**src/rtl/prbs_chk_pkg.sv**
```systemverilog
// Shared definitions for the pattern checker: pattern codes and the
// per-pattern recurrence rule (two delays, optional second tap, inversion).
// Assumes a 31-bit history is enough for every supported rule.
package prbs_chk_pkg;

    localparam int HIST_W = 31;

    typedef enum logic [2:0] {
        PAT_P7   = 3'd0,
        PAT_P15  = 3'd1,
        PAT_P23  = 3'd2,
        PAT_P31  = 3'd3,
        PAT_ALT  = 3'd4,
        PAT_SQ10 = 3'd5
    } pat_e;

    typedef struct packed {
        logic [4:0] tap_a;   // delay of first tap, 1..31
        logic [4:0] tap_b;   // delay of second tap
        logic       use_b;   // second tap participates
        logic       invert;  // complement the prediction
    } rule_t;

    // Map a pattern code onto its recurrence; unused codes fall back to 31-bit.
    function automatic rule_t pattern_rule(input logic [2:0] code);
        rule_t r;
        case (code)
            PAT_P7:   r = '{tap_a: 5'd6,  tap_b: 5'd7,  use_b: 1'b1, invert: 1'b0};
            PAT_P15:  r = '{tap_a: 5'd14, tap_b: 5'd15, use_b: 1'b1, invert: 1'b0};
            PAT_P23:  r = '{tap_a: 5'd18, tap_b: 5'd23, use_b: 1'b1, invert: 1'b0};
            PAT_ALT:  r = '{tap_a: 5'd1,  tap_b: 5'd1,  use_b: 1'b0, invert: 1'b1};
            PAT_SQ10: r = '{tap_a: 5'd10, tap_b: 5'd10, use_b: 1'b0, invert: 1'b1};
            default:  r = '{tap_a: 5'd28, tap_b: 5'd31, use_b: 1'b1, invert: 1'b0};
        endcase
        return r;
    endfunction

endpackage

```
**src/rtl/prbs_word_predictor.sv**
```systemverilog
// Combinational word predictor. Walks the word first bit (MSB) to last,
// predicting each bit from the recurrence over the history plus the bits
// already placed in this word. The bit placed back into the chain is the
// received one when follow_rx is high (self-synchronising) or the predicted
// one otherwise (free-running). Assumes DATA_W >= 2.
module prbs_word_predictor
    import prbs_chk_pkg::*;
#(
    parameter int DATA_W = 32
) (
    input  logic [HIST_W-1:0] hist,       // bit 0 = most recent bit
    input  rule_t             rule,
    input  logic              follow_rx,
    input  logic [DATA_W-1:0] rx_word,
    output logic [DATA_W-1:0] exp_word,
    output logic [HIST_W-1:0] hist_next,
    output logic              word_bad
);
    localparam int SEQ_W  = HIST_W + DATA_W;
    localparam int SIDX_W = $clog2(SEQ_W);
    localparam int DIDX_W = $clog2(DATA_W);

    logic [SEQ_W-1:0]  seq;      // oldest bit at index 0
    logic [DATA_W-1:0] rx_rev;   // index 0 = first received bit
    logic [DATA_W-1:0] exp_rev;
    logic [HIST_W-1:0] hist_rev;

    assign rx_rev   = {<<{rx_word}};
    assign hist_rev = {<<{hist}};

    // Unrolled bit-serial recurrence over the whole word.
    always_comb begin
        seq     = '0;
        exp_rev = '0;
        seq[HIST_W-1:0] = hist_rev;
        for (int i = 0; i < DATA_W; i++) begin
            logic pred;
            pred = seq[SIDX_W'(HIST_W + i - int'(rule.tap_a))]
                 ^ (rule.use_b & seq[SIDX_W'(HIST_W + i - int'(rule.tap_b))])
                 ^ rule.invert;
            exp_rev[DIDX_W'(i)] = pred;
            seq[SIDX_W'(HIST_W + i)] = follow_rx ? rx_rev[DIDX_W'(i)] : pred;
        end
    end

    assign exp_word  = {<<{exp_rev}};
    assign hist_next = {<<{seq[SEQ_W-1 -: HIST_W]}};
    assign word_bad  = |(exp_word ^ rx_word);

endmodule

```
**config.mk**
```make
export PLATFORM = sky130hd
export DESIGN_NAME = prbs_word_predictor
export DESIGN_NICKNAME = d
export VERILOG_FILES = /design/src/rtl/prbs_chk_pkg.sv /design/src/rtl/prbs_word_predictor.sv
export SDC_FILE = /design/constraint.sdc
export NUM_CORES = 1
export LEC_CHECK = 0
export ABC_AREA = 0
export BUFFER_PORTS_ARGS = -buffer_cell sky130_fd_sc_hd__buf_2
export CAP_MARGIN = 20
export CORE_MARGIN = 8
export CORE_UTILIZATION = 48
export DETAILED_ROUTE_END_ITERATION = 10
export GPL_ROUTABILITY_DRIVEN = 0
export PLACE_DENSITY = 0.78
export SYNTH_ARGS = -nofsm -noshare
export SYNTH_HDL_FRONTEND = slang
export SYNTH_SLANG_ARGS = --single-unit
```
**constraint.sdc**
```tcl
create_clock -name vclk -period 17.9
set_clock_uncertainty 0.15 [all_clocks]
set_input_delay 3.58 -clock vclk [all_inputs]
set_output_delay 3.58 -clock vclk [all_outputs]
set_load 0.05 [all_outputs]
```
==> impl_metrics.ini <==
[logic_synthesis]
synth-seq-area-share = 0
synth_top_family_by_area = multiplexers
synth-simple-area-share = 0.174
syn_inst = 805
syn_area_um2 = 6730
yosys-top-cells-area = mux4_2 25%, xnor2_1 9.1%, mux2i_1 8.5%, buf_4 5.4%, ha_1 5.2%
synth_xor_area_frac = 0.123
synthAdderAreaFrac = 0.0521
synthesis.area_per_instance_um2 = 8.35
synthMuxAreaShare = 0.363
synth_compound_gate_area_share = 0.184
ys_warn_count = 0
synth_top_area_frac = 0.251
synth_top_cell_by_area = mux4_2
synth_cell_types = 75

[die]
dieHeight_um = 134
io_pins = 140
die_x_um = 134
core_region_area_um2 = 13800
row_count = 43
initial_core_util = 0.488
die_area_um2 = 18100

[timing]
grt_setup_unrepaired = no
relSlewSlack = 0.286
slew_viol_final = 0
tightest_slew_ps = 1060
timing.final.ws_setup_ps = 5110
finalSetupViolations = 0
min_period_over_period = 0.714
fin_crit_ps = 12790
hold_slack_ps = 7600
setup_tns_ps = 0
max_freq_mhz = 78.2
hold_violations = 0

[global_routing]
groute.usage.overall = 0.240
overflow = 0
antenna_found_initial = 0
use_met3 = 0.0568
met1_usage = 0.315
grt_start_max_net_pins = 44
grt_pass1_vias = 6480
busiest_layer = met2
use_met2 = 0.380
grt_pass1_wl_mm = 35.5

[hold_path]
worstHoldEndpoint = word_bad
hold_path_startpoint = rx_word[26]
hold_depth = 4
hold_path_class = input pin to output pin

[routing]
antenna_left = 0
drt-wirelength-per-cell_um = 21.8
vias = 6787
drt-total-wl_mm = 22.5
route.detailed.drc = 0
drtIter0Drc = 940
avgViaCountPerCell = 6.57
drt_pass1_iterations = 6

[placed_design]
dpl-instance-area_um2 = 7040
post-place-ws_ps = 5130
port_buffers = 93
dpl.hpwl_mm = 17.7

[power]
switchingPower_mw = 0.237
max-vdd-ir-drop_mv = 0.0216
swShare = 0.638
pwr_density_cell_nw_per_um2 = 52.8
p_int_mw = 0.135
p_seq_frac = 0
leakagePower_nw = 2.80
p_comb_frac = 1.000
p_clk_frac = 0

[layout]
n_antenna_cell = 0
final_area_um2 = 7040
n_clock_buffer = 0
final_cell_mix = 93 x buf_2, 80 x nand2_1, 75 x mux4_2
final_nets = 959
area_growth_pct = 4.69
mostFrequentLayoutCell = buf_2
numSequentialCells = 0
seq_area_um2 = 0
drive_above_1_share = 0.247

[critical_path]
cp_max_fo = 35
crit_path_end_kind = output pin
crit_type = input pin to output pin
cp.required_ps = 14170
critPathArrivalTime_ps = 9060
crit_path_start_kind = input pin

[clock_network]
cts_setup_buffers = 0
post_cts_resized = 0
cts_hold_buf = 0

[job]
cap_violations = 0

[status]
status = complete, no violations
per-layer routing:
layer / wire length [µm] / share of wire
met1: 8920 / 0.40
met2: 10100 / 0.45
met3: 2700 / 0.12
met4: 766 / 0.034
met5: 0 / 0
logic make-up after synthesis:
kind of cell               after synthesis
buffers and inverters                  126
xor gates and xnor gates                86
adders and majority gates               28
muxes                                  148
AOI/OAI and AO/OA                      179
other                                    1
and+or+nand+nor                        237
worst max path at each step:
| stage | slack (ps) | from | to | depth (start not counted) |
|---|---|---|---|---|
| floorplan | 5880 | rule[8] | word_bad | 18 |
| global placement | 5380 | rule[7] | word_bad | 13 |
| detailed placement | 5130 | rule[7] | word_bad | 13 |
| CTS | 5120 | rule[7] | word_bad | 13 |
| global route | 4710 | rule[7] | word_bad | 13 |
| finish | 5110 | rule[7] | word_bad | 13 |
through the flow:
| step | utilization | std cells | power (mW) |
|---|---|---|---|
| 6_report | 0.511 | 1033 | 0.372 |
| 5_1_grt | 0.511 | 1033 | 0.396 |
| 4_1_cts | 0.511 | 1033 | 0.366 |
| 3_5_place_dp | 0.511 | 1033 | 0.365 |
| 3_3_place_gp | 0.511 | 1033 | 0.361 |
| 2_1_floorplan | - | 851 | 0.293 |
final cells by class:
| cell class | instances | area [µm²] |
|---|---|---|
| inverters | 31 | 116 |
| multi-input cells | 725 | 6200 |
| repair buffers | 97 | 495 |
| fillers | 1347 | 6730 |
| well taps | 180 | 225 |
critical path, cell delays in order:
cell,delay [ps]
buf_2,620
clkinv_1,740
ha_1,510
xor2_1,850
o21ai_0,320
mux4_2,520
a211oi_1,200
a21boi_1,360
xor3_1,410
a211o_1,290
nor4_2,290
nand4_1,110
buf_2,230
synthesized netlist by cell type (4+ instances only):
cell / count
nand2_1: 80
mux4_2: 75
xnor2_1: 70
mux2i_1: 57
buf_4: 48
nor2_1: 41
a21oi_1: 40
o21ai_0: 38
clkbuf_1: 28
ha_1: 28
inv_1: 24
nor3_1: 22
nand3_1: 20
mux2_2: 15
nor2b_1: 15
a211oi_1: 12
o211ai_1: 12
xor2_1: 11
buf_1: 9
nor4_1: 9
or3_1: 9
and2_1: 8
a31oi_1: 6
and3_1: 6
buf_2: 6
o31ai_1: 6
a221oi_1: 5
nand4_1: 5
a2111oi_0: 4
a21boi_0: 4
a31o_2: 4
clkinv_1: 4
nor3b_1: 4
o31a_1: 4
power groups by stage:
stage	sequential [mW]	combinational, mW	clock, mW
2_1_floorplan	0	0.293	0
3_3_place_gp	0	0.361	0
3_5_place_dp	0	0.365	0
4_1_cts	0	0.366	0
5_1_grt	0	0.396	0
6_report	0	0.372	0
(Power assumes the default switching activity.)
